$ cat src/rtl/prx_pkg.sv
package prx_pkg;
   typedef enum logic [2:0] {
      PRX_IDLE     = 3'd0,
      PRX_SEARCH   = 3'd1,
      PRX_PAYLOAD  = 3'd2,
      PRX_CRC      = 3'd3,
      PRX_STAT_A   = 3'd4,
      PRX_STAT_B   = 3'd5,
      PRX_OVERFLOW = 3'd7
   } prx_state_e;
endpackage

$ cat src/rtl/prx_whitener.sv
module prx_whitener #(
   parameter int          DATA_W = 8,
   parameter int          PN_W   = 9,
   parameter int          PN_TAP = 5,
   parameter logic [8:0]  PN_SEED = 9'h1FF,
   parameter bit          ENABLE = 1'b1
) (
   input  logic              clk,
   input  logic              rst_n,
   input  logic              restart,
   input  logic              advance,
   output logic [DATA_W-1:0] mask
);
   if (PN_TAP >= PN_W) begin : g_bad_tap
      $error("prx_whitener: tap outside register");
   end
   if (PN_W <= DATA_W) begin : g_bad_w
      $error("prx_whitener: generator must be wider than a byte");
   end

   if (ENABLE) begin : g_pn
      logic [PN_W-1:0] s_q, s_nxt;

      always_comb begin
         s_nxt = s_q;
         for (int i = 0; i < DATA_W; i++) begin
            s_nxt = {s_nxt[0] ^ s_nxt[PN_TAP], s_nxt[PN_W-1:1]};
         end
      end

      always_ff @(posedge clk or negedge rst_n) begin
         if (!rst_n)       s_q <= PN_SEED[PN_W-1:0];
         else if (restart) s_q <= PN_SEED[PN_W-1:0];
         else if (advance) s_q <= s_nxt;
      end

      assign mask = s_q[DATA_W-1:0];
   end else begin : g_none
      assign mask = '0;
   end
endmodule

$ cat src/rtl/prx_crc.sv
module prx_crc #(
   parameter int              DATA_W = 8,
   parameter int              CRC_W  = 16,
   parameter logic [15:0]     POLY   = 16'h8005,
   parameter logic [15:0]     INIT   = 16'hFFFF
) (
   input  logic              clk,
   input  logic              rst_n,
   input  logic              restart,
   input  logic              update,
   input  logic [DATA_W-1:0] din,
   output logic [CRC_W-1:0]  crc
);
   localparam logic [CRC_W-1:0] POLY_W = POLY[CRC_W-1:0];
   localparam logic [CRC_W-1:0] INIT_W = INIT[CRC_W-1:0];

   logic [CRC_W-1:0] c_q, c_nxt;

   always_comb begin
      c_nxt = c_q;
      for (int i = DATA_W - 1; i >= 0; i--) begin
         if (c_nxt[CRC_W-1] ^ din[i]) c_nxt = {c_nxt[CRC_W-2:0], 1'b0} ^ POLY_W;
         else                         c_nxt = {c_nxt[CRC_W-2:0], 1'b0};
      end
   end

   always_ff @(posedge clk or negedge rst_n) begin
      if (!rst_n)       c_q <= INIT_W;
      else if (restart) c_q <= INIT_W;
      else if (update)  c_q <= c_nxt;
   end

   assign crc = c_q;
endmodule

$ cat src/rtl/prx_holdreg.sv
module prx_holdreg #(
   parameter int DATA_W = 8
) (
   input  logic              clk,
   input  logic              rst_n,
   input  logic              clr,
   input  logic              wr,
   input  logic [DATA_W-1:0] wdata,
   input  logic              rd,
   output logic [DATA_W-1:0] q,
   output logic              full,
   output logic              ovf
);
   logic [DATA_W-1:0] q_q;
   logic              full_q;

   assign ovf  = wr && full_q && !rd && !clr;
   assign q    = q_q;
   assign full = full_q;

   always_ff @(posedge clk or negedge rst_n) begin
      if (!rst_n) begin
         q_q    <= '0;
         full_q <= 1'b0;
      end else if (clr) begin
         full_q <= 1'b0;
      end else if (wr && !ovf) begin
         q_q    <= wdata;
         full_q <= 1'b1;
      end else if (rd) begin
         full_q <= 1'b0;
      end
   end

   AST_HOLD_STABLE: assert property (@(posedge clk) disable iff (!rst_n)
      (full_q && !rd && !clr) |=> (full_q && $stable(q_q)));
   AST_READ_EMPTIES: assert property (@(posedge clk) disable iff (!rst_n)
      (full_q && rd && !wr && !clr) |=> !full_q);
endmodule

$ cat src/rtl/pkt_rx_handler.sv
module pkt_rx_handler #(
   parameter int          DATA_W         = 8,
   parameter int          CRC_W          = 16,
   parameter logic [15:0] CRC_POLY       = 16'h8005,
   parameter logic [15:0] CRC_INIT       = 16'hFFFF,
   parameter bit          WHITEN_SUPPORT = 1'b1,
   parameter int          PN_W           = 9,
   parameter int          PN_TAP         = 5,
   parameter logic [8:0]  PN_SEED        = 9'h1FF
) (
   input  logic              clk,
   input  logic              rst_n,
   input  logic              rx_arm,
   input  logic              idle_strobe,
   input  logic              sync_found,
   input  logic              in_valid,
   input  logic [7:0]        in_byte,
   input  logic              cfg_whiten_en,
   input  logic              cfg_var_len,
   input  logic [7:0]        cfg_fixed_len,
   input  logic [7:0]        cfg_max_len,
   input  logic              cfg_addr_chk,
   input  logic [7:0]        cfg_dev_addr,
   input  logic              cfg_crc_en,
   input  logic              cfg_status_en,
   input  logic [7:0]        rssi_in,
   input  logic [6:0]        lqi_in,
   input  logic              host_rd,
   output logic [7:0]        rx_data,
   output logic              rx_ready,
   output logic [2:0]        rx_state,
   output logic              irq_done,
   output logic              irq_ovf
);
   import prx_pkg::*;

   localparam int LQI_W = DATA_W - 1;

   if (DATA_W != 8) begin : g_bad_dw
      $error("pkt_rx_handler: byte width must be 8");
   end
   if (CRC_W != 2 * DATA_W) begin : g_bad_crc
      $error("pkt_rx_handler: CRC must span two bytes");
   end

   prx_state_e        st_q, st_d, st_n;
   logic [DATA_W-1:0] rem_q, rem_d;
   logic              need_len_q, need_len_d;
   logic              addr_pend_q, addr_pend_d;
   logic              crc_cnt_q, crc_cnt_d;
   logic [DATA_W-1:0] crc_hi_q, crc_hi_d;
   logic              crc_ok_q, crc_ok_d;
   logic              done_q, ovf_q;

   logic [DATA_W-1:0] wmask, dw, wdata;
   logic [CRC_W-1:0]  crc_val;
   logic              wr, restart, adv, crc_upd, done_d, hold_ovf, hold_full;
   prx_state_e        fin_st;
   logic              fin_done;

   prx_whitener #(
      .DATA_W(DATA_W), .PN_W(PN_W), .PN_TAP(PN_TAP), .PN_SEED(PN_SEED), .ENABLE(WHITEN_SUPPORT)
   ) u_whiten (
      .clk(clk), .rst_n(rst_n), .restart(restart), .advance(adv), .mask(wmask)
   );

   prx_crc #(
      .DATA_W(DATA_W), .CRC_W(CRC_W), .POLY(CRC_POLY), .INIT(CRC_INIT)
   ) u_crc (
      .clk(clk), .rst_n(rst_n), .restart(restart), .update(crc_upd), .din(dw), .crc(crc_val)
   );

   prx_holdreg #(.DATA_W(DATA_W)) u_hold (
      .clk(clk), .rst_n(rst_n), .clr(idle_strobe), .wr(wr && !idle_strobe), .wdata(wdata),
      .rd(host_rd), .q(rx_data), .full(hold_full), .ovf(hold_ovf)
   );

   assign dw       = in_byte ^ (cfg_whiten_en ? wmask : '0);
   assign fin_st   = cfg_crc_en ? PRX_CRC : (cfg_status_en ? PRX_STAT_A : PRX_IDLE);
   assign fin_done = !cfg_crc_en && !cfg_status_en;

   always_comb begin
      st_d        = st_q;
      rem_d       = rem_q;
      need_len_d  = need_len_q;
      addr_pend_d = addr_pend_q;
      crc_cnt_d   = crc_cnt_q;
      crc_hi_d    = crc_hi_q;
      crc_ok_d    = crc_ok_q;
      wr          = 1'b0;
      wdata       = dw;
      restart     = 1'b0;
      adv         = 1'b0;
      crc_upd     = 1'b0;
      done_d      = 1'b0;
      unique case (st_q)
         PRX_IDLE: if (rx_arm) st_d = PRX_SEARCH;
         PRX_SEARCH: if (sync_found) begin
            restart     = 1'b1;
            st_d        = PRX_PAYLOAD;
            need_len_d  = cfg_var_len;
            rem_d       = cfg_fixed_len;
            addr_pend_d = cfg_addr_chk;
            crc_cnt_d   = 1'b0;
            crc_ok_d    = 1'b0;
         end
         PRX_PAYLOAD: if (in_valid) begin
            adv = 1'b1;
            if (need_len_q) begin
               if (dw > cfg_max_len) begin
                  st_d = PRX_SEARCH;
               end else begin
                  wr         = 1'b1;
                  crc_upd    = 1'b1;
                  need_len_d = 1'b0;
                  rem_d      = dw;
                  if (dw == '0) begin
                     st_d   = fin_st;
                     done_d = fin_done;
                  end
               end
            end else if (addr_pend_q && (dw != cfg_dev_addr)) begin
               st_d = PRX_SEARCH;
            end else begin
               wr          = 1'b1;
               crc_upd     = 1'b1;
               addr_pend_d = 1'b0;
               rem_d       = rem_q - 1'b1;
               if (rem_q == DATA_W'(1)) begin
                  st_d   = fin_st;
                  done_d = fin_done;
               end
            end
         end
         PRX_CRC: if (in_valid) begin
            adv = 1'b1;
            if (!crc_cnt_q) begin
               crc_hi_d  = dw;
               crc_cnt_d = 1'b1;
            end else begin
               crc_ok_d = ({crc_hi_q, dw} == crc_val);
               st_d     = cfg_status_en ? PRX_STAT_A : PRX_IDLE;
               done_d   = !cfg_status_en;
            end
         end
         PRX_STAT_A: if (!hold_full || host_rd) begin
            wr    = 1'b1;
            wdata = rssi_in;
            st_d  = PRX_STAT_B;
         end
         PRX_STAT_B: if (!hold_full || host_rd) begin
            wr     = 1'b1;
            wdata  = {crc_ok_q, lqi_in[LQI_W-1:0]};
            st_d   = PRX_IDLE;
            done_d = 1'b1;
         end
         PRX_OVERFLOW: st_d = PRX_OVERFLOW;
         default: st_d = PRX_IDLE;
      endcase
   end

   always_comb begin
      if (idle_strobe)   st_n = PRX_IDLE;
      else if (hold_ovf) st_n = PRX_OVERFLOW;
      else               st_n = st_d;
   end

   always_ff @(posedge clk or negedge rst_n) begin
      if (!rst_n) begin
         st_q        <= PRX_IDLE;
         rem_q       <= '0;
         need_len_q  <= 1'b0;
         addr_pend_q <= 1'b0;
         crc_cnt_q   <= 1'b0;
         crc_hi_q    <= '0;
         crc_ok_q    <= 1'b0;
         done_q      <= 1'b0;
         ovf_q       <= 1'b0;
      end else begin
         st_q        <= st_n;
         rem_q       <= rem_d;
         need_len_q  <= need_len_d;
         addr_pend_q <= addr_pend_d;
         crc_cnt_q   <= crc_cnt_d;
         crc_hi_q    <= crc_hi_d;
         crc_ok_q    <= crc_ok_d;
         done_q      <= !idle_strobe && (done_d || hold_ovf);
         ovf_q       <= hold_ovf;
      end
   end

   assign rx_state = st_q;
   assign rx_ready = hold_full;
   assign irq_done = done_q;
   assign irq_ovf  = ovf_q;

   AST_OVF_STICKY: assert property (@(posedge clk) disable iff (!rst_n)
      (st_q == PRX_OVERFLOW && !idle_strobe) |=> (st_q == PRX_OVERFLOW));
   AST_OVF_WITH_DONE: assert property (@(posedge clk) disable iff (!rst_n)
      irq_ovf |-> irq_done);
   AST_IDLE_WINS: assert property (@(posedge clk) disable iff (!rst_n)
      idle_strobe |=> (st_q == PRX_IDLE && !rx_ready));
   AST_SYNC_WAIT: assert property (@(posedge clk) disable iff (!rst_n)
      (st_q == PRX_SEARCH && !sync_found && !idle_strobe) |=> (st_q == PRX_SEARCH));
   AST_DONE_PULSE: assert property (@(posedge clk) disable iff (!rst_n)
      (irq_done && !irq_ovf) |-> (st_q == PRX_IDLE));
endmodule

$ cat config.mk
export PLATFORM = sky130hd
export DESIGN_NAME = pkt_rx_handler
export DESIGN_NICKNAME = d
export VERILOG_FILES = /design/src/rtl/prx_pkg.sv /design/src/rtl/prx_whitener.sv /design/src/rtl/prx_crc.sv /design/src/rtl/prx_holdreg.sv /design/src/rtl/pkt_rx_handler.sv
export SDC_FILE = /design/constraint.sdc
export NUM_CORES = 1
export LEC_CHECK = 0
export ABC_AREA = 1
export BUFFER_PORTS_ARGS = -buffer_cell sky130_fd_sc_hd__buf_2
export CORE_MARGIN = 4
export CORE_UTILIZATION = 62
export CTS_CLUSTER_SIZE = 30
export DETAILED_ROUTE_END_ITERATION = 8
export GPL_TIMING_DRIVEN = 0
export PLACE_DENSITY = 0.9
export SYNTH_ARGS = -nofsm -noshare
export SYNTH_HDL_FRONTEND = slang
export SYNTH_SLANG_ARGS = --single-unit
$ cat constraint.sdc
create_clock -name clk -period 4.2 [get_ports clk]
set_clock_uncertainty 0.15 [all_clocks]
set_input_delay 0.63 -clock clk [delete_from_list [all_inputs] [get_ports clk]]
set_output_delay 0.63 -clock clk [all_outputs]
set_load 0.02 [all_outputs]
# Word-level counts from Yosys, hierarchy flattened
# Index checks and enable logic that the tools add are counted.
# totals
out_inout_bits,14
latchBits,0
in_bits,59
ramBits,0
memories,0
romBits,0
ff_bits,59
# classes
n_reduce_logical,33
shifts,0
n_mul,0
n_lt_le_gt_ge,1
n_bitwise,27
div,0
n_addsub,1
n_mux,78
eq_ne,26
# op_table
cell,count
2-to-1 mux 16 bit,10
2-to-1 mux 8 bit,8
2-to-1 mux 3 bit,16
2-to-1 mux 1 bit,33
case mux 8 bit (2 select lines),2
"!= test 4 bit, second input constant",7
inverter 3 bit,8
case mux 3 bit (7 select lines),1
2-to-1 mux 9 bit,2
equality test 16 bit,1
bitwise XOR 1 bit,16
"!= test 2 bit, second input constant",6
"!= test 6 bit, second input constant",2
case mux 1 bit (2 select lines),5
AND reduction 5 bit,2
"equality test 3 bit, second input constant",3
AND reduction 3 bit,3
AND reduction 9 bit,1
"equality test 8 x 1 -> 1 bit, second input constant",1
> comparator 8 bit,1
logical AND 1 bit,8
logical NOT 8 bit,1
!= test 8 bit,1
nonzero test 2 bit,4
14 further kinds,24

# Logic depth before layout (Yosys ltp)
# Gate-level depths: netlist (run 1).
# depth
depth_word,20
mapped_depth,19
ltp_nobuf,18

# Modules after synthesis
# A second synthesis (run 1) with hierarchy kept.
# unflattened
hier_cells,633
area_unflattened_um2,4585.6
# modules_own_cells
mod,instances,area_each_um2,cells_each
pkt_rx_handler,1,2673.8,399
prx_crc,1,1034.7,126
prx_whitener,1,498.0,67
prx_holdreg,1,379.1,41

# Worst setup path before layout (run 1)
# Ideal clock, no wire load.
# synth_path
path_type,input port to flip-flop
startpoint,in cfg_whiten_en
endpoint,reg u_hold.q_q[0] (netlist: u_hold.q[0])
slack_ns,1.445
arrival_ns,2.484
n_path_buf,2
cell_stages,18
path_cell_list,buf_6 -> nand2_1 -> nand2_2 -> nand2_4 -> inv_1 -> ha_1 -> nand2_1 -> nor2_1 -> nand4_1 -> nand2_1 -> nand2_1 -> nand2_4 -> nand2_8 -> nand2_4 -> nand3_4 -> buf_6 -> nand2_1 -> o21ai_2
# synth_via
elab_chain_len,15
elab_cells_between_ends,20
cone_classes,order compare (1); eq/ne (1); mux (9); bitwise (1); reduce/logical (8)
# synth_rtl
item,line,source
from (decl),pkt_rx_handler.sv:18,"input logic cfg_whiten_en,"
2-to-1 mux 8 bit *,pkt_rx_handler.sv:78,assign dw = in_byte ^ (cfg_whiten_en ? wmask : '0);
bitwise XOR 8 bit *,pkt_rx_handler.sv:78,
named net dw[7],pkt_rx_handler.sv:55,"logic [DATA_W-1:0] wmask, dw, wdata;"
"parallel branches: the longest is 3 deep, another holds > comparator 8 bit",n/a,
2-to-1 mux 1 bit *,pkt_rx_handler.sv:109,if (need_len_q) begin
2-to-1 mux 1 bit *,pkt_rx_handler.sv:107,PRX_PAYLOAD: if (in_valid) begin
case mux 1 bit (2 select lines) *,pkt_rx_handler.sv:96,unique case (st_q)
logical AND 1 bit *,pkt_rx_handler.sv:74,".clk(clk), .rst_n(rst_n), .clr(idle_strobe), .wr(wr && !idle_strobe), .wdata(wdata),"
logical AND 1 bit (3 in a row),prx_holdreg.sv:17,assign ovf = wr && full_q && !rd && !clr;
logical NOT 1 bit,prx_holdreg.sv:27,end else if (wr && !ovf) begin
logical AND 1 bit *,prx_holdreg.sv:27,
AND reduction 2 bit (no source line) *,n/a,
to (signal assigned),prx_holdreg.sv:28,q_q <= wdata;
to (decl),prx_holdreg.sv:14,logic [DATA_W-1:0] q_q;
# Mark *: on every way through the listed nets, which the timed path passes.
# A chain may end at the register's enable or synchronous reset.

# Worst setup path after layout (run 1)
# layout_path
startpoint,reg u_whiten.g_pn.s_q[5]
endpoint,reg u_crc.c_q[15] (netlist: u_crc.crc[15])
# layout_via
elab_chain_len,16
elab_cells_between_ends,25
cone_classes,order compare (1); eq/ne (1); mux (14); bitwise (7); reduce/logical (2)
# layout_rtl
item,line,source
from (decl),prx_whitener.sv:22,"logic [PN_W-1:0] s_q, s_nxt;"
from (signal assigned),prx_whitener.sv:32,if (!rst_n) s_q <= PN_SEED[PN_W-1:0];
from (signal assigned),prx_whitener.sv:33,else if (restart) s_q <= PN_SEED[PN_W-1:0];
from (signal assigned),prx_whitener.sv:34,else if (advance) s_q <= s_nxt;
2-to-1 mux 8 bit *,pkt_rx_handler.sv:78,
bitwise XOR 8 bit *,pkt_rx_handler.sv:78,
named net dw[5],pkt_rx_handler.sv:55,
bitwise XOR 1 bit,prx_crc.sv:22,"if (c_nxt[CRC_W-1] ^ din[i]) c_nxt = {c_nxt[CRC_W-2:0], 1'b0} ^ POLY_W;"
2-to-1 mux 16 bit,prx_crc.sv:22,
bitwise XOR 1 bit,prx_crc.sv:22,
2-to-1 mux 16 bit,prx_crc.sv:22,
bitwise XOR 1 bit,prx_crc.sv:22,
2-to-1 mux 16 bit,prx_crc.sv:22,
bitwise XOR 1 bit,prx_crc.sv:22,
2-to-1 mux 16 bit,prx_crc.sv:22,
bitwise XOR 1 bit,prx_crc.sv:22,
2-to-1 mux 16 bit,prx_crc.sv:22,
bitwise XOR 1 bit,prx_crc.sv:22,
2-to-1 mux 16 bit,prx_crc.sv:22,
2-to-1 mux 16 bit,prx_crc.sv:30,else if (update) c_q <= c_nxt;
2-to-1 mux 16 bit,prx_crc.sv:29,else if (restart) c_q <= INIT_W;
to (signal assigned),prx_crc.sv:30,
to (decl),prx_crc.sv:17,"logic [CRC_W-1:0] c_q, c_nxt;"
# Mark *: on every way through the listed nets, which the timed path passes. The rest lies on a longest branch. The select of a mux whose other input is x is not followed.

==> summary.txt, run 1 <==
synthesized area per cell - 7.30 um2
drt pass-1 iters - 6
htree depth - 3
row cnt - 30
# resized after CTS - 0
FF-to-FF End - u_crc.crc[15]
minimum clock period - 3210 ps
post-route design area - 5050 um2
Clock Tree Buf Depth - 2
max-slew violation count - 0
post-synthesis net count - 669
worst rel slew slack - 0.487
first-pass GRT wire length - 20300 um
final wirelength - 12300 um
Reg2Reg Depth - 16
Port Buffers - 72
worst reg2reg path startpoint - u_whiten.g_pn.s_q[5]
First DRT Iteration DRCs - 334
core box area - 6830 um2
worst path required time - 4330 ps
cts hold-fix bufs - 0
detailed-route wire length per cell - 15.6 um
Worst Path Max Fanout - 10
clock root buffer - clkbuf_8
area delta synth->final - 15.3%
cell count after synthesis - 600
Die X-Extent - 92.0 um
pwr dens - 616 nW/um2
Ports - 73
Cell Area, Synth - 4380 um2
nets@finish - 752
post-route clock period utilization - 0.765
Max-Cap Viols - 0
fraction of layout cells with a size suffix above 1 - 0.237
sequential element share of the synthesized area - 0.344
status - complete, no violations
via-per-instance ratio - 5.75
Slew @ Worst Pin - 770 ps
final hold vios - 0
endpoint type of the worst setup path - flop
Die ar. - 8470 um2
# diodes - 0
Sum Neg Setup Slack - 0 ps
initial antenna violation count - 0
CP Launch Type - flop
Routed Antenna Nets - 0
RSZ-0062 raised after global routing - no
critical path class - reg2reg
Post-CTS Setup Bufs - 0
largest net degree at the start of global routing - 60
total CTS buffers - 9
Netlist cell types - 43
DP HPWL - 9070 um
Yosys warning total - 0
all-layer global routing usage - 0.297
clk sink count - 59
die height - 92.0 um
GPL Wtd Cong - 0.958
FF-to-FF setup slack - 990 ps
HP Class - in2async
GRT Residual Overflow - 0
placed instance area - 4860 um2
CTS tree - built
Skew-Pair Late Insertion Delay - 340 ps
LEAKAGE - 2.68 nW
Arr. time, crit path - 3340 ps
starting density of the core - 0.641
Clock Pin Slew Worst Setup and Hold Paths - 70 ps
DR DRC count - 0
Vias - 4508
vias in the first global route - 4432
Synth Register Bits - 59
Setup Viol. Count Final - 0
peak supply drop - 0.000330 V
Fmax achieved - 0.311 GHz
## placed cells by master, fill, tap and decap left out, drive strengths merged, types with 3 or more instances in the layout
cell	instances
a22oi	10
nor2	54
nor3	8
buf	78
ha	10
nand2	164
clkbuf	21
dfstp	25
o21ai	30
o21bai	3
xor2	21
a31oi	6
clkinv	4
o22ai	5
nand4	10
a21oi	36
nand3	49
inv	88
dfrtp	34
xnor2	6
o211ai	13
or2	3
## flip-flops by register name, indices dropped and copies added, names as in the netlist
name and flops:
u_crc.crc 16, u_whiten.g_pn.s_q 9, crc_hi_q 8, rem_q 8, u_hold.q 8, rx_state 3, addr_pend_q 1, crc_cnt_q 1
crc_ok_q 1, irq_done 1, irq_ovf 1, need_len_q 1, u_hold.full 1
## synth_stat cells (all sizes together)
master / number / area (um2)
clkinv: 1 / 3.75
o21bai: 3 / 26.3
o22ai: 5 / 31.3
clkbuf: 9 / 33.8
nor4: 1 / 6.26
buf: 6 / 65.1
a31oi: 6 / 37.5
o21a: 1 / 7.51
o21ai: 30 / 180
xor2: 21 / 199
ha: 10 / 125
dfrtp: 34 / 851
xnor2: 6 / 52.6
nand4: 10 / 62.6
or2: 3 / 18.8
dfstp: 25 / 657
o221ai: 2 / 17.5
a21oi: 36 / 191
a211oi: 1 / 7.51
nor3: 8 / 40.0
nor2: 54 / 208
o211ai: 13 / 97.6
nand3: 49 / 318
inv: 88 / 330
nand2: 164 / 702
a221oi: 2 / 17.5
o2111ai: 2 / 17.5
a22oi: 10 / 75.1
## critical path: stages, from the launching register on
cell and delay (ps):
dfstp_2 580, inv_1 110, o21bai_2 230, nand2_2 210, inv_1 150, ha_1 250
a21oi_1 150, o21a_1 140, nand2_1 90, nand2_1 130, nand2_1 100, nand2_4 130
nand2_8 90, inv_1 160, buf_4 210, nand3_1 150, nand2_1 100
## through the flow
step | instances | worst slack [ps] | total power (W) | hold WS, ps | util
after detailed placement | 768 | 841 | 0.00257 | 314 | 0.711
after CTS | 784 | 1040 | 0.00308 | 331 | 0.739
after floorplan | 600 | 1450 | 0.00217 | 184 | -
after global placement | 768 | 891 | 0.00249 | 313 | 0.711
after global routing | 784 | 804 | 0.00333 | 270 | 0.739
final | 784 | 987 | 0.00311 | 197 | 0.739
## worst max-delay path by stage
stage	start	endpoint	cells after the start
after CTS	u_whiten.g_pn.s_q[5]	u_crc.crc[15]	16
after global placement	cfg_whiten_en	u_hold.q[0]	19
after global routing	u_whiten.g_pn.s_q[1]	u_crc.crc[15]	17
after detailed placement	cfg_whiten_en	rem_q[3]	18
final	u_whiten.g_pn.s_q[5]	u_crc.crc[15]	16
after floorplan	cfg_whiten_en	u_hold.q[0]	18
## cells by family after synthesis
kind of cell,after synthesis,synth area share
compound gates,111,0.161
xor+xnor,27,0.0574
fa+ha+maj,10,0.0286
buf+inv,104,0.0989
flops,59,0.344
simple gates,289,0.309
## report_power, final
group,total (W),switching (W),internal (W)
Sequential,0.00104,0.000190,0.000846
Combinational,0.00157,0.00102,0.000555
Clock,0.000505,0.000241,0.000263
## routing by layer
layer	share of wire	GRT usage	vias to the layer above
li1	-	-	2129
met3	0.083	0.0427	43
met1	0.40	0.372	2077
met4	0.033	0.126	0
met2	0.48	0.512	259
met5	0	0	-
## area by class of cell
cell class | instances | area, um2
well taps | 96 | 120
clock buffers | 12 | 166
plain buffers | 15 | 98.8
repair buffers | 72 | 363
clock inverters | 4 | 22.5
fillers | 550 | 1780
multi-input cells | 437 | 2440
flip-flops and latches | 59 | 1510
inverters | 89 | 334
No activity file was read; power rests on OpenSTA's default activity.
==> run 2, diff against run 1 <==
--- a/config.mk
+++ b/config.mk
@@ -5,14 +5,14 @@
 export SDC_FILE = /design/constraint.sdc
 export NUM_CORES = 1
 export LEC_CHECK = 0
-export ABC_AREA = 1
+export ABC_AREA = 0
 export BUFFER_PORTS_ARGS = -buffer_cell sky130_fd_sc_hd__buf_2
 export CORE_MARGIN = 4
-export CORE_UTILIZATION = 62
+export CORE_UTILIZATION = 57
 export CTS_CLUSTER_SIZE = 30
 export DETAILED_ROUTE_END_ITERATION = 8
 export GPL_TIMING_DRIVEN = 0
-export PLACE_DENSITY = 0.9
+export PLACE_DENSITY = 0.84
 export SYNTH_ARGS = -nofsm -noshare
 export SYNTH_HDL_FRONTEND = slang
 export SYNTH_SLANG_ARGS = --single-unit
==> constraint.sdc (replaced) <==
create_clock -name clk -period 3 [get_ports clk]
set_clock_uncertainty 0.15 [all_clocks]
set_input_delay 0.45 -clock clk [delete_from_list [all_inputs] [get_ports clk]]
set_output_delay 0.45 -clock clk [all_outputs]
set_load 0.02 [all_outputs]
==> run 2 against run 1 <==
- the flow now finishes with violations (DRC)
- sequential cell count is the same
- combinational power rose by 130%
- sequential share of layout area fell by 2.2 points
- via count decreased by 8.9%
- total power up 95%
- register-to-register slack got worse by 980 ps
- hold slack worse by 190 ps
- critical path type unchanged
- largest cell class unchanged
==> summary.txt, run 2 <==
FF-to-FF setup slack - 6 ps (was 990 ps)
htree depth - 3 (unchanged)
top cells by count, synth - xnor2_1 (48), nand2_1 (43), nor2_1 (39) (was nand2_1 (147), inv_1 (88), nor2_1 (52))
nets@finish - 632 (was 752)
sequential element share of the synthesized area - 0.367 (was 0.344)
filler cell count - 430 (was 550)
Reg2Reg Depth - 12 (was 16)
first-pass GRT wire length - 20000 um (was 20300 um)
peak supply drop - 0.000588 V (was 0.000330 V)
pwr dens - 1120 nW/um2 (was 616 nW/um2)
core box area - 6910 um2 (was 6830 um2)
Port Buffers - 70 (was 72)
most common cell after layout, fill and taps aside - buf_2 (was nand2_1)
GRT Residual Overflow - 0 (unchanged)
max-slew violation count - 0 (unchanged)
CP Launch Type - flop (unchanged)
cell count after synthesis - 451 (was 600)
share of flip-flops with an asynchronous set or reset - 1.00 (unchanged)
Arr. time, crit path - 3080 ps (was 3340 ps)
LEAKAGE - 2.32 nW (was 2.68 nW)
largest net degree at the start of global routing - 60 (unchanged)
total CTS buffers - 9 (unchanged)
final hold vios - 0 (unchanged)
First DRT Iteration DRCs - 474 (was 334)
initial antenna violation count - 0 (unchanged)
Routed Antenna Nets - 0 (unchanged)
clk sink count - 59 (unchanged)
GPL Wtd Cong - 0.939 (was 0.958)
failing checks - DRC
Simple-Gate Fraction of Synth Area - 0.159 (was 0.309)
clock root buffer - clkbuf_8 (unchanged)
worst reg2reg path startpoint - u_whiten.g_pn.s_q[4] (was u_whiten.g_pn.s_q[5])
RSZ-0062 raised after global routing - yes (was no)
final total power - 0.00608 W (was 0.00311 W)
Critical Path Sink - u_hold.q[4] (was u_crc.crc[15])
Ports - 73 (unchanged)
Vias - 4109 (was 4508)
Setup Viol. Count Final - 0 (unchanged)
most frequent cells in the layout - buf_2 (69), xnor2_1 (46), nor2_1 (38) (was nand2_1 (147), inv_1 (88), buf_2 (72))
Sum Neg Setup Slack - 0 ps (unchanged)
status - finished with violations (was complete, no violations)
die height - 92.8 um (was 92.0 um)
max FFs per register - 16 (unchanged)
Yosys warning total - 0 (unchanged)
worst path required time - 3090 ps (was 4330 ps)
post-synthesis adder-cell area fraction - 0.0305 (was 0.0286)
critical path class - reg2reg (unchanged)
Post-synth EDFFs - 0 (unchanged)
leading area contributor after synthesis - dfrtp_1 (unchanged)
Synth Area in Compound Gates - 0.186 (was 0.161)
Synth Register Bits - 59 (unchanged)
Yosys top cell area share - 0.207 (was 0.194)
Die X-Extent - 92.8 um (was 92.0 um)
HP Class - in2async (unchanged)
area delta synth->final - 32.8% (was 15.3%)
Worst Path Max Fanout - 6 (was 10)
Cell Area, Synth - 4100 um2 (was 4380 um2)
CTS tree - built (unchanged)
Most used DFF post-synth - dfrtp_1 (unchanged)
synthesized area per cell - 9.10 um2 (was 7.30 um2)
cts hold-fix bufs - 0 (unchanged)
via-per-instance ratio - 6.19 (was 5.75)
Clock Tree Buf Depth - 2 (unchanged)
fraction of layout cells with a size suffix above 1 - 0.364 (was 0.237)
Skew-Pair Late Insertion Delay - 350 ps (was 340 ps)
synth top area cells - dfrtp_1 (21%), dfstp_2 (16%), xnor2_1 (10%), nand2_1 (3.9%), nor2_1 (3.6%) (was dfrtp_1 (19%), dfstp_2 (15%), nand2_1 (13%), inv_1 (7.5%), nand3_1 (4.5%))
most common cell in the netlist - xnor2_1 (was nand2_1)
starting density of the core - 0.594 (was 0.641)
endpoint type of the worst setup path - flop (unchanged)
Fmax achieved - 0.334 GHz (was 0.311 GHz)
worst rel slew slack - 0.496 (was 0.487)
multiplexer share of the synthesized area - 0.0278 (was 0)
final wirelength - 13300 um (was 12300 um)
drt pass-1 iters - 9 (was 6)
Clock Pin Slew Worst Setup and Hold Paths - 80 ps (was 70 ps)
vias in the first global route - 4045 (was 4432)
minimum clock period - 2990 ps (was 3210 ps)
row cnt - 30 (unchanged)
all-layer global routing usage - 0.297 (about the same)
worst slack at placement - -661 ps (was 841 ps)
largest family of logic cells by synthesized area - compound AO/OA/AOI/OAI gates (was simple AND/OR/NAND/NOR gates)
DR DRC count - 1 (was 0)
# diodes - 0 (unchanged)
XOR/XNOR share of the synthesized area - 0.181 (was 0.0574)
Die ar. - 8620 um2 (was 8470 um2)
crit path launch - u_whiten.g_pn.s_q[4] (was u_whiten.g_pn.s_q[5])
detailed-route wire length per cell - 20.0 um (was 15.6 um)
Final WS setup - 5.93 ps (was 987 ps)
Netlist cell types - 59 (was 43)
Slew @ Worst Pin - 756 ps (was 770 ps)
DP HPWL - 7870 um (was 9070 um)
Max-Cap Viols - 0 (unchanged)
post-synthesis net count - 520 (was 669)
FF-to-FF End - u_hold.q[4] (was u_crc.crc[15])
post-route clock period utilization - 0.998 (was 0.765)
==> run 2: cell type report <==
cell class              instances  area [um2]  area share
multi-input cells             347        2750       0.504
plain buffers                  21         113      0.0207
well taps                      96         120      0.0220
flip-flops and latches         59        1510       0.277
clock buffers                  11         141      0.0259
clock inverters                 5         100      0.0184
repair buffers                106         639       0.117
inverters                      19        81.3      0.0149
==> run 2: worst min-delay path by stage <==
stage / end / slack, ps / depth (start not counted)
2_1_floorplan: addr_pend_q / 4 / 0
3_3_place_gp: u_hold.q[3] / 300 / 1
3_5_place_dp: u_hold.q[3] / 310 / 1
4_1_cts: rem_q[0] / 210 / 3
5_1_grt: u_hold.q[6] / 60 / 1
6_report: u_hold.q[6] / 9 / 1
==> run 2: what timing repair did <==
action / in CTS / in global routing
gates cloned: 1 / 0
pin swaps: 16 / 22
endpoints found under the setup margin: 38 / 37
resized for setup: 38 / 26
buffers inserted: 19 / 16
==> run 2: cell families after synthesis <==
| family | count (synthesis) |
|---|---|
| multiplexers | 11 |
| flip-flops | 59 |
| AND/OR/NAND/NOR | 139 |
| adder cells (fa/ha/maj) | 10 |
| XOR/XNOR | 74 |
| buffers and inverters | 45 |
| AO/OA/AOI/OAI | 113 |
==> run 2: per-stage QoR <==
step | hold slack, ps | std cells | utilization | area (um2)
floorplan | 4.41 | 451 | - | 4140
global placement | 304 | 617 | 0.668 | 4610
detailed placement | 312 | 617 | 0.668 | 4610
CTS | 211 | 650 | 0.752 | 5190
global route | 61.7 | 664 | 0.789 | 5450
finish | 8.93 | 664 | 0.789 | 5450
==> run 2: metal layers <==
layer	track usage	vias up	wire (um)
met2	0.472	262	6230
met4	0.160	0	686
li1	-	1806	-
met5	0	-	0
met1	0.373	1971	5150
met3	0.0682	70	1200
==> run 2: worst max-delay path, cell delays in order (launching register included) <==
cell      delay [ps]
dfstp_2          570
nand2_4           70
xor2_4           210
inv_4             90
ha_4             280
and3_4           180
nand4_1          170
a31oi_4          350
o211ai_4         150
a211o_4          400
buf_6            150
nand2_2           70
o21ai_2           50
==> run 2: where the power goes <==
part / switching [W] / internal [W]
combinational: 0.00193 / 0.00168
sequential: 0.000333 / 0.00122
clock: 0.000338 / 0.000572
==> run 3, diff against run 2 <==
--- a/config.mk
+++ b/config.mk
@@ -7,6 +7,7 @@
 export LEC_CHECK = 0
 export ABC_AREA = 0
 export BUFFER_PORTS_ARGS = -buffer_cell sky130_fd_sc_hd__buf_2
+export CORE_ASPECT_RATIO = 0.75
 export CORE_MARGIN = 4
 export CORE_UTILIZATION = 57
 export CTS_CLUSTER_SIZE = 30
==> run 3 against run 2 <==
- the run ends with setup timing left
- clock-buffer cell count down 1
- highest routed layer unchanged
- maximum frequency down 2.9%
- non-clock buffer count up 6
- clock power down 19%
- wire length up 13%
- combinational power up 5%
- global-route usage up 3.4 points
- hold slack better by 2.9 ps
- sequential share of layout area down 0.15 points
- first-iteration DRC count up 42%
- critical endpoint is now u_hold.q[2]
==> summary.txt, run 3 (synthesis results as in run 2) <==
combinational power share - 0.620 (was 0.594)
cts hold-fix bufs - 0 (unchanged)
largest net degree at the start of global routing - 60 (unchanged)
First DRT Iteration DRCs - 671 (was 474)
HP Class - in2async (unchanged)
max FFs per register - 16 (unchanged)
Setup Viol. Count Final - 9 (was 0)
switching share of power - 0.455 (was 0.428)
drt pass-1 iters - 7 (was 9)
minimum clock period - 3080 ps (was 2990 ps)
worst reg2reg path startpoint - u_whiten.g_pn.s_q[4] (unchanged)
Fmax achieved - 0.324 GHz (was 0.334 GHz)
# diodes - 0 (unchanged)
CP bufs+invs - 3 (was 2)
clock power share - 0.120 (was 0.150)
status - finished with violations (unchanged)
Worst Path Max Fanout - 6 (unchanged)
DR DRC count - 0 (was 1)
Final Util - 0.794 (was 0.789)
pwr dens - 1110 nW/um2 (was 1120 nW/um2)
GPL Wtd Cong - 0.887 (was 0.939)
Final Hold Slack - 11.8 ps (was 8.93 ps)
vias in the first global route - 4215 (was 4045)
Arr. time, crit path - 3170 ps (was 3080 ps)
Port Buffers - 70 (unchanged)
LEAKAGE - 2.32 nW (about the same)
CP cell instances - nand2_2 > xor2_4 > inv_4 > ha_4 > and3_4 > nand4_1 > a31oi_4 > buf_12 > o211ai_4 > a211o_4 > buf_6 > nand2_2 > o21ai_2 (was nand2_4 > xor2_4 > inv_4 > ha_4 > and3_4 > nand4_1 > a31oi_4 > o211ai_4 > a211o_4 > buf_6 > nand2_2 > o21ai_2)
final hold vios - 0 (unchanged)
critical path's top delay family - compound AO/OA/AOI/OAI gates (unchanged)
FF-to-FF End - u_hold.q[2] (was u_hold.q[4])
Clock Pin Slew Worst Setup and Hold Paths - 70 ps (was 80 ps)
Crit path top cell by count - nand2_2
initial antenna violation count - 0 (unchanged)
crit path launch - u_whiten.g_pn.s_q[4] (unchanged)
max-slew violation count - 0 (unchanged)
Critical Path Sink - u_hold.q[2] (was u_hold.q[4])
Max-Cap Viols - 0 (unchanged)
GRT Residual Overflow - 0 (unchanged)
Internal - 0.00333 W (was 0.00348 W)
CP Launch Type - flop (unchanged)
Crit path depth - 13 (was 12)
clock root buffer - clkbuf_8 (unchanged)
most frequent cells in the layout - buf_2 (69), xnor2_1 (46), buf_4 (40) (was buf_2 (69), xnor2_1 (46), nor2_1 (38))
Reg2Reg Depth - 13 (was 12)
failing checks - setup timing (was DRC)
first-pass GRT wire length - 21800 um (was 20000 um)
via-per-instance ratio - 6.40 (was 6.19)
critical path class - reg2reg (unchanged)
final wirelength - 15000 um (was 13300 um)
CP max stage cell - dfstp_2 (unchanged)
CTS tree - built (unchanged)
fraction of layout cells with a size suffix above 1 - 0.380 (was 0.364)
area delta synth->final - 33.5% (was 32.8%)
Skew-Pair Late Insertion Delay - 350 ps (about the same)
Final WS setup - -82.0 ps (was 5.93 ps)
row cnt - 26 (was 30)
worst rel slew slack - 0.403 (was 0.496)
filler cell count - 437 (was 430)
most common cell after layout, fill and taps aside - buf_2 (unchanged)
endpoint type of the worst setup path - flop (unchanged)
total CTS buffers - 9 (unchanged)
post-route clock period utilization - 1.03 (was 0.998)
Die X-Extent - 106 um (was 92.8 um)
RSZ-0062 raised after global routing - yes (unchanged)
worst path required time - 3090 ps (about the same)
Ports - 73 (unchanged)
Sum Neg Setup Slack - -501 ps (was 0 ps)
Die ar. - 8630 um2 (was 8620 um2)
core box area - 6900 um2 (was 6910 um2)
clk sink count - 59 (unchanged)
peak supply drop - 0.000574 V (was 0.000588 V)
all-layer global routing usage - 0.330 (was 0.297)
FF-to-FF setup slack - -80 ps (was 6 ps)
reported net switching power - 0.00277 W (was 0.00260 W)
CP max stage delay - 560 ps (was 570 ps)
die height - 81.5 um (was 92.8 um)
DP HPWL - 8350 um (was 7870 um)
detailed-route wire length per cell - 22.4 um (was 20.0 um)
Routed Antenna Nets - 0 (unchanged)
Vias - 4300 (was 4109)
Sequential Power Share - 0.260 (was 0.256)
Clock Tree Buf Depth - 2 (unchanged)
Slew @ Worst Pin - 888 ps (was 756 ps)
htree depth - 3 (unchanged)
starting density of the core - 0.595 (was 0.594)
nets@finish - 638 (was 632)
==> run 3: cell count changes in the layout (fill, tap and decap cells not counted), sizes merged <==
cell	delta
bufinv	-2
clkinvlp	+3
clkbuf	-1
buf	+6
==> run 3: power groups by stage <==
| stage | clock, W | sequential (W) | combinational, W |
|---|---|---|---|
| after floorplan | 0 | 0.00153 | 0.00226 |
| after global placement | 0 | 0.00150 | 0.00283 |
| after detailed placement | 0 | 0.00152 | 0.00296 |
| after CTS | 0.000733 | 0.00152 | 0.00330 |
| after global routing | 0.000783 | 0.00161 | 0.00399 |
| final | 0.000734 | 0.00159 | 0.00378 |
==> run 3: cell type report <==
| cell class | count | area, um2 | area share |
|---|---|---|---|
| multi-input combinational | 347 | 2770 | 0.506 |
| sequential | 59 | 1510 | 0.275 |
| timing repair buffer | 112 | 692 | 0.126 |
| clock buffer | 10 | 128 | 0.0233 |
| tap | 98 | 123 | 0.0224 |
| buffer | 21 | 113 | 0.0206 |
| inverter | 19 | 78.8 | 0.0144 |
| clock inverter | 6 | 66.3 | 0.0121 |
==> run 3: what timing repair did <==
action,4_1_cts,5_1_grt
endpoints found under the setup margin,38,37
cloned,1,0
pin swaps,18,23
setup buffers,24,17
gates resized for setup,45,25
==> run 3: worst min path at each step <==
stage	startpoint	cells past startpoint	endpoint	slack, ps
floorplan	rst_n	0	addr_pend_q	4
global placement	addr_pend_q	2	addr_pend_q	310
detailed placement	u_hold.q[3]	1	u_hold.q[3]	320
CTS	idle_strobe	2	u_hold.full	210
global route	rst_n	1	u_hold.q[0]	50
finish	rst_n	1	u_hold.q[0]	10
==> run 3: per-layer routing <==
layer  GRT usage  share of wire  vias to the layer above
li1            -              -                     1803
met1       0.413           0.37                     2035
met2       0.555           0.45                      352
met3      0.0786           0.12                      110
met4       0.145          0.059                        0
met5           0              0                        -
==> run 3: worst reg2reg max path, stage by stage (launching register included) <==
cell      delay (ps)
dfstp_2          560
nand2_2          100
xor2_4           210
inv_4             70
ha_4             270
and3_4           180
nand4_1          220
a31oi_4          260
buf_12           160
o211ai_4          90
a211o_4          410
buf_6            160
nand2_2           80
o21ai_2           60
==> run 3: metrics by stage <==
stage	power, W	setup slack, ps	cell area [um2]	instances
finish	0.00610	-82.0	5480	672
global route	0.00639	-96.5	5480	672
CTS	0.00555	-18.8	5210	657
detailed placement	0.00448	-689	4620	619
global placement	0.00434	-612	4620	619
floorplan	0.00379	15.5	4140	451
